**src/rtl/rfsh_pkg.sv**
```systemverilog
package rfsh_pkg;
   typedef enum logic [1:0] {
      RF_IDLE  = 2'd0,
      RF_DRAIN = 2'd1,
      RF_PRE   = 2'd2,
      RF_RUN   = 2'd3
   } rfsh_e;

   typedef enum logic [2:0] {
      PW_IDLE    = 3'd0,
      PW_REF     = 3'd1,
      PW_PRE_PDN = 3'd2,
      PW_ACT     = 3'd3,
      PW_ACT_PDN = 3'd4
   } pwr_e;
endpackage

```
**src/rtl/rfsh_interval_timer.sv**
```systemverilog
module rfsh_interval_timer #(
   parameter int T_REFI = 100
) (
   input  logic clk,
   input  logic rst_n,
   output logic due
);
   localparam int CW = $clog2(T_REFI);
   localparam logic [CW-1:0] LAST = CW'(T_REFI - 1);

   logic [CW-1:0] cnt;

   // free running: never reloaded by the refresh flow
   always_ff @(posedge clk) begin
      if (!rst_n)
         cnt <= '0;
      else if (cnt == LAST)
         cnt <= '0;
      else
         cnt <= cnt + 1'b1;
   end

   assign due = (cnt == LAST);
endmodule

```
**src/rtl/rfsh_phase_fsm.sv**
```systemverilog
module rfsh_phase_fsm
   import rfsh_pkg::*;
#(
   parameter int T_RP  = 3,
   parameter int T_RFC = 10,
   parameter int INF_W = 4
) (
   input  logic             clk,
   input  logic             rst_n,
   input  logic             due,
   input  logic [INF_W-1:0] inflight,
   output rfsh_e            state,
   output logic             pre_all,
   output logic             ref_cmd
);
   localparam int TMAX = (T_RP > T_RFC) ? T_RP : T_RFC;
   localparam int TW   = $clog2(TMAX + 1);
   localparam logic [TW-1:0] RP_LD  = TW'(T_RP - 1);
   localparam logic [TW-1:0] RFC_LD = TW'(T_RFC - 1);

   rfsh_e         nxt;
   logic          pending;
   logic [TW-1:0] tmr;

   always_comb begin
      nxt = state;
      unique case (state)
         RF_IDLE:  if (pending)            nxt = RF_DRAIN;
         RF_DRAIN: if (inflight == '0)     nxt = RF_PRE;
         RF_PRE:   if (tmr == '0)          nxt = RF_RUN;
         RF_RUN:   if (tmr == '0)          nxt = RF_IDLE;
         default:                          nxt = RF_IDLE;
      endcase
   end

   always_ff @(posedge clk) begin
      if (!rst_n) begin
         state   <= RF_IDLE;
         pending <= 1'b0;
         tmr     <= '0;
         pre_all <= 1'b0;
         ref_cmd <= 1'b0;
      end else begin
         state   <= nxt;
         pre_all <= (state == RF_DRAIN) && (nxt == RF_PRE);
         ref_cmd <= (state == RF_PRE) && (nxt == RF_RUN);
         if (due)
            pending <= 1'b1;
         else if (state == RF_IDLE && pending)
            pending <= 1'b0;
         if (nxt == RF_PRE && state != RF_PRE)
            tmr <= RP_LD;
         else if (nxt == RF_RUN && state != RF_RUN)
            tmr <= RFC_LD;
         else if (tmr != '0)
            tmr <= tmr - 1'b1;
      end
   end
endmodule

```
**src/rtl/rank_power_fsm.sv**
```systemverilog
module rank_power_fsm
   import rfsh_pkg::*;
#(
   parameter int OB_W     = 4,
   parameter int T_SETTLE = 4,
   parameter bit PDN_EN   = 1'b1
) (
   input  logic            clk,
   input  logic            rst_n,
   input  logic [OB_W-1:0] open_banks,
   input  logic            pdn_req,
   input  logic            rfsh_run,
   output pwr_e            state
);
   localparam int SW = $clog2(T_SETTLE + 1);
   localparam logic [SW-1:0] S_LAST = SW'(T_SETTLE - 1);

   logic          pdn_ok;
   logic          any_open;
   logic [SW-1:0] settle;
   pwr_e          nxt;

   generate
      if (PDN_EN) begin : g_pdn
         assign pdn_ok = pdn_req;
      end else begin : g_nopdn
         assign pdn_ok = pdn_req & 1'b0;
      end
   endgenerate

   assign any_open = (open_banks != '0);

   always_comb begin
      nxt = state;
      if (rfsh_run) begin
         nxt = PW_REF;
      end else begin
         unique case (state)
            PW_IDLE:    if (any_open)      nxt = PW_ACT;
                        else if (pdn_ok)   nxt = PW_PRE_PDN;
            PW_REF:                        nxt = PW_IDLE;
            PW_PRE_PDN: if (!pdn_ok)       nxt = PW_IDLE;
            PW_ACT:     if (!any_open) begin
                           if (settle == S_LAST) nxt = PW_IDLE;
                        end else if (pdn_ok) nxt = PW_ACT_PDN;
            PW_ACT_PDN: if (!pdn_ok)       nxt = PW_ACT;
            default:                       nxt = PW_IDLE;
         endcase
      end
   end

   always_ff @(posedge clk) begin
      if (!rst_n) begin
         state  <= PW_IDLE;
         settle <= '0;
      end else begin
         state <= nxt;
         // pending idle move is cancelled by any open bank
         if (state == PW_ACT && !any_open && !rfsh_run && settle != S_LAST)
            settle <= settle + 1'b1;
         else
            settle <= '0;
      end
   end
endmodule

```
**src/rtl/rank_refresh_seq.sv**
```systemverilog
module rank_refresh_seq
   import rfsh_pkg::*;
#(
   parameter int T_REFI    = 100,
   parameter int T_RP      = 3,
   parameter int T_RFC     = 10,
   parameter int T_SETTLE  = 4,
   parameter int NUM_BANKS = 8,
   parameter int INF_W     = 4,
   parameter bit PDN_EN    = 1'b1
) (
   input  logic                           clk,
   input  logic                           rst_n,
   input  logic [$clog2(NUM_BANKS+1)-1:0] open_banks,
   input  logic [INF_W-1:0]               inflight,
   input  logic                           pdn_req,
   output logic                           pre_all_req,
   output logic                           refresh_req,
   output logic                           rank_avail,
   output logic [1:0]                     rfsh_state,
   output logic [2:0]                     pwr_state
);
   localparam int OB_W = $clog2(NUM_BANKS + 1);

   generate
      if (T_RP < 1 || T_RFC < 1 || T_SETTLE < 1) begin : g_bad_time
         $error("timing parameters must be at least 1");
      end
      if (T_REFI <= T_RP + T_RFC + 2) begin : g_bad_refi
         $error("T_REFI too short for a refresh sequence");
      end
      if (NUM_BANKS < 1 || INF_W < 1) begin : g_bad_width
         $error("bank count and in-flight width must be positive");
      end
   endgenerate

   logic  due;
   rfsh_e rf_st;
   pwr_e  pw_st;

   rfsh_interval_timer #(.T_REFI(T_REFI)) u_timer (
      .clk   (clk),
      .rst_n (rst_n),
      .due   (due)
   );

   rfsh_phase_fsm #(.T_RP(T_RP), .T_RFC(T_RFC), .INF_W(INF_W)) u_phase (
      .clk      (clk),
      .rst_n    (rst_n),
      .due      (due),
      .inflight (inflight),
      .state    (rf_st),
      .pre_all  (pre_all_req),
      .ref_cmd  (refresh_req)
   );

   rank_power_fsm #(.OB_W(OB_W), .T_SETTLE(T_SETTLE), .PDN_EN(PDN_EN)) u_power (
      .clk        (clk),
      .rst_n      (rst_n),
      .open_banks (open_banks),
      .pdn_req    (pdn_req),
      .rfsh_run   (rf_st == RF_RUN),
      .state      (pw_st)
   );

   assign rank_avail = (rf_st == RF_IDLE);
   assign rfsh_state = rf_st;
   assign pwr_state  = pw_st;
endmodule

```
**config.mk**
```make
export PLATFORM = sky130hd
export DESIGN_NAME = rank_refresh_seq
export DESIGN_NICKNAME = d
export VERILOG_FILES = /design/src/rtl/rfsh_pkg.sv /design/src/rtl/rfsh_interval_timer.sv /design/src/rtl/rfsh_phase_fsm.sv /design/src/rtl/rank_power_fsm.sv /design/src/rtl/rank_refresh_seq.sv
export SDC_FILE = /design/constraint.sdc
export NUM_CORES = 1
export LEC_CHECK = 0
export BUFFER_PORTS_ARGS = -buffer_cell sky130_fd_sc_hd__buf_2
export CORE_ASPECT_RATIO = 0.9
export CORE_MARGIN = 2
export CORE_UTILIZATION = 25
export DETAILED_ROUTE_END_ITERATION = 12
export PLACE_DENSITY = 0.5
export REMOVE_ABC_BUFFERS = 1
export SLEW_MARGIN = 10
export SYNTH_ARGS = -nofsm -noshare
export SYNTH_HDL_FRONTEND = slang
export SYNTH_SLANG_ARGS = --single-unit
```
**constraint.sdc**
```tcl
create_clock -name clk -period 1.62 [get_ports clk]
set_input_delay 0.324 -clock clk [delete_from_list [all_inputs] [get_ports clk]]
set_output_delay 0.324 -clock clk [all_outputs]
set_load 0.005 [all_outputs]
```
# After elaboration in Yosys (flattened, before gate mapping)
# Cells that the tools add are included.
# totals
regBits	22
in_bits	11
wordCells	83
# classes
n_addsub	3
n_eq_ne	23
muxes	19
n_bitwise	1
reduce_logical	26
# ops
op	n
$mux 3	7
$ne 3x2->1 const B	4
$pmux 3 s4	1
$mux 2	5
$reduce_and 5->1	2
$eq 3x2->1 const B	3
$eq 2x2->1 const B	4
$logic_and 1x1->1	8
$logic_not 4->1	2
$mux 4	2
$ne 2x2->1 const B	4
$pmux 2 s4	1
$reduce_bool 4->1	2
$add 7x1->7 const B	1
$eq 7x7->1 const B	1
$reduce_or 2->1	3
$ne 4x1->1 const B	1
$ne 4x2->1 const B	1
$ne 4x3->1 const B	1
$reduce_bool 2->1	2
$sub 4x1->4 const B	1
$add 3x1->3 const B	1
$eq 3x3->1 const B	1
$logic_not 3->1	1
10 further kinds	13

# Depth between registers and ports, before layout
# depth
word_depth	7
mapped_depth	5

# Cells and area by module
# From an unflattened synthesis, not the netlist that was laid out.
# hier_totals
cells_unflattened	117
area_unflattened_um2	1063.5
# modules_own_cells
module	n_inst	cells_each	area_each_um2
rfsh_phase_fsm	1	45	416.6
rank_power_fsm	1	37	332.8
rfsh_interval_timer	1	33	304.0
rank_refresh_seq	1	2	10.0

# Worst setup path after synthesis
# No wires, ideal clock.
# synth_timing
path_kind	input port to flip-flop
start	input port open_banks[1]
end	register u_power.settle[0]
arrival_ns	1.455
required_ns	1.555
setup_slack_ns	0.100
stages	3
n_path_buf	0
cell_sequence	or4_4 or4_4 nor2_1
# synth_via
elab_chain_len	6
# synth_lines
item	line	text
start: declaration	rank_refresh_seq.sv:14	input logic [$clog2(NUM_BANKS+1)-1:0] open_banks,
$reduce_bool 4->1	rank_power_fsm.sv:31	assign any_open = (open_banks != '0);
$logic_not 1->1	-	
$logic_and 1x1->1 (3 in a row)	rank_power_fsm.sv:59	if (state == PW_ACT && !any_open && !rfsh_run && settle != S_LAST)
$reduce_and 2->1 (no source line)	-	
end signal: assignment	rank_power_fsm.sv:60	settle <= settle + 1'b1;
end: declaration	rank_power_fsm.sv:20	logic [SW-1:0] settle;
# No other way between the ends.
# A chain may end at the register's enable or synchronous reset.

# Worst setup path after layout
# layout_timing
start	register u_phase.tmr[0]
end	register u_phase.tmr[1]
# layout_via
elab_chain_len	7
word_cells_on_any_way	14
cone_classes	add/sub: 1; eq/ne: 2; mux: 6; reduce/logical: 5
# layout_lines
item	line	text
start: declaration	rfsh_phase_fsm.sv:23	logic [TW-1:0] tmr;
start signal: assignment	rfsh_phase_fsm.sv:56	tmr <= tmr - 1'b1;
$logic_not 4->1	rfsh_phase_fsm.sv:30, rfsh_phase_fsm.sv:31	
$mux 2 (on tied branches)	rfsh_phase_fsm.sv:31, rfsh_phase_fsm.sv:30	
$pmux 2 s4	rfsh_phase_fsm.sv:27	unique case (state)
$eq 2x2->1	rfsh_phase_fsm.sv:53	else if (nxt == RF_RUN && state != RF_RUN)
$logic_and 1x1->1	rfsh_phase_fsm.sv:53	
$mux 4	rfsh_phase_fsm.sv:53	
$mux 2	rfsh_phase_fsm.sv:51	if (nxt == RF_PRE && state != RF_PRE)
# Several ways; a longest one is shown, not always the timed one. The select of a mux whose other input is x is not followed.

==> flow_summary.toml <==
[final_layout]
final_common_cell = "dfxtp_1"
most-common-layout-cells = "22 x dfxtp_1, 18 x buf_2, 14 x nor2_1"
fill_cells = 416
num_antenna_cells = 0
register_area_um2 = 440
multi_input_area_um2 = 531
syn_to_final_growth_pct = 22.7
final_nets = 151
drive_gt1_share_pct = 23.9
final_util_pct = 32.3

[clock_tree]
ctsRootBufferMaster = "clkbuf_8"
cts_htree_levels = 1
clockBufferDepth = 2
cts_tree = "built"
cts_made_buffers = 3
cts.sinks = 22
clk_latency_ns = 0.25
cts_setup_buffers = 0
clk_pin_slew_ns = 0.07
post_cts_resized = 0
holdBufCountCts = 0

[global_route]
grt-ovfl-total = 0
grt_usage_pct = 9.45
antenna_found_initial = 0
grt_pass1_vias = 824
grt_pass1_wl_mm = 3.40
grt_max_degree = 12

[setup_path]
worstSetupEndpointType = "flip-flop"
path_class = "reg -> reg"
cp_top_family = "flip-flops"
crit_fanout = 7
path_cells = "inv_1 -> ha_1 -> nor3b_2 -> buf_4 -> nor3b_1 -> o31a_1"
worst_setup_path_start_kind = "flip-flop"
slowest_stage = "dfxtp_1"
arrival_ns = 1.62
cp.required_ns = 1.77
path_buf_inv = 2
max_stage_delay_ns = 0.37

[power]
vdd_drop_max_mv = 0.257
p_leak_nw = 0.479
p_switching_uw = 366
internal_power_uw = 935
switching_share_pct = 28.1
clockPowerShare_pct = 25.2
p_per_area_mw_per_mm2 = 1060
comb_power_share_pct = 25.6
p_seq_share_pct = 49.3

[drt]
dr.first_iter.drc_count = 26
wirelength_mm = 1.99
route.detailed.drc = 0
first_pass_iters = 3
avgViaCountPerCell = 4.76
vias = 857
post_drt_wl_per_cell_um = 11.1
postRouteAntennaNets = 0

[logic_synthesis]
syn_avg_cell_area_um2 = 9.15
ys_types = 39
synth_warnings = 0
ys_ff_latch = 22
synthCells = 109
async_reset_ff_share_pct = 0
synth_flop_cell = "dfxtp_1"
synth_edf_count = 0
ys_seq_area_share_pct = 44.2
syn_area_um2 = 997

[timing]
period_share_pct = 90.7
setup_viol = 0
min_period_ns = 1.47
rsz0062_at_grt = "false"
hold_slack_ns = 0.380
hold_viol_final = 0
final-max-slew-violation-count = 0
fmax_mhz = 681
tightest_slew_ns = 0.348
clock_skew_ns = 0.00162
slew_headroom_pct = 76.5

[floorplan]
die_y_um = 63.9
initial_core_util_pct = 26.4
coreArea_mm2 = 0.00378
die-width_um = 70.6
io_pins = 19
num_rows = 21
die-area_mm2 = 0.00451

[flow_run]
drv_cap = 0

[run_status]
status = "finished, final reports clean"

[placement]
io_buffers = 18
gp_congestion = 0.757
dpl.hpwl_mm = 1.54

[hold_path]
hold_class = "in -> reg"
[logic make-up after synthesis]
| kind of cell | share of synthesized area, % |
|---|---|
| adder cells (fa/ha/maj) | 5.02 |
| buffers and inverters | 2.64 |
| AND/OR/NAND/NOR | 26.2 |
| multiplexers | 1.00 |
| flip-flops | 44.2 |
| AO/OA/AOI/OAI | 17.4 |
| XOR/XNOR | 3.51 |
[power groups by stage]
stage               Combinational (mW)  Clock [mW]  Sequential [mW]
global route                     0.371       0.385            0.649
finish                           0.333       0.327            0.641
CTS                              0.331       0.350            0.640
detailed placement               0.330           0            0.653
global placement                 0.323           0            0.652
floorplan                        0.227           0            0.643
[synth_stat cells, types with 2 or more instances]
cell type,n,area share (%)
dfxtp_1,22,44
nor2_1,14,5.3
a21oi_1,6,3.0
inv_1,5,1.9
nand2_1,5,1.9
ha_1,4,5.0
nand3_1,4,2.0
nand2b_1,3,1.9
nand3b_1,3,2.3
o21ai_0,3,1.5
or3_1,3,1.9
a211o_1,2,1.8
and3_1,2,1.3
clkbuf_1,2,0.75
nor3_1,2,1.0
nor3b_1,2,1.5
nor4b_1,2,1.8
or4_4,2,2.3
xnor2_1,2,1.8
xor2_1,2,1.8
[registers in the layout, summed over array words and instances (netlist names)]
register	count
u_phase.pending	1
u_phase.pre_all	1
u_phase.ref_cmd	1
u_phase.state	2
u_phase.tmr	4
u_power.settle	3
u_power.state	3
u_timer.cnt	7
[routing by layer]
| metal | global-route usage (%) | up-vias | part of all wire [%] |
|---|---|---|---|
| met4 | 4.25 | 0 | 0.90 |
| li1 | - | 450 | - |
| met2 | 13.8 | 18 | 40 |
| met1 | 12.8 | 387 | 53 |
| met5 | 0 | - | 0 |
| met3 | 2.84 | 2 | 6.1 |
[area by class of cell]
type	count	share of cell area, %
multi-input combinational	80	43.4
tap	46	4.70
sequential	22	36.0
clock buffer	3	3.37
timing repair buffer	24	11.0
inverter	5	1.53
[through the flow]
stage	TNS, ns	total power [mW]	instances	cell area, um^2	worst slack, ns
after global placement	-0.0508	0.975	177	1180	-0.0174
after floorplan	0	0.871	107	990	0.0998
final	0	1.30	180	1220	0.151
after CTS	0	1.32	180	1220	0.153
after detailed placement	-0.106	0.983	177	1180	-0.0390
after global routing	0	1.41	180	1220	0.0449
[worst paths after layout]
| path | startpoint | to | slack [ns] | depth (start not counted) |
|---|---|---|---|---|
| worst max-delay path | u_phase.tmr[0]$_SDFFE_PP0P_ | u_phase.tmr[1]$_SDFFE_PN0P_ | 0.15 | 6 |
| worst min-delay path | pdn_req | u_power.state[2]$_SDFFE_PP0P_ | 0.38 | 2 |
| worst max register to register | u_phase.tmr[0]$_SDFFE_PP0P_ | u_phase.tmr[1]$_SDFFE_PN0P_ | 0.15 | 6 |
| worst min register to register | u_power.settle[0]$_SDFF_PN0_ | u_power.settle[0]$_SDFF_PN0_ | 0.42 | 1 |
No activity file was read; power rests on OpenSTA's default activity.
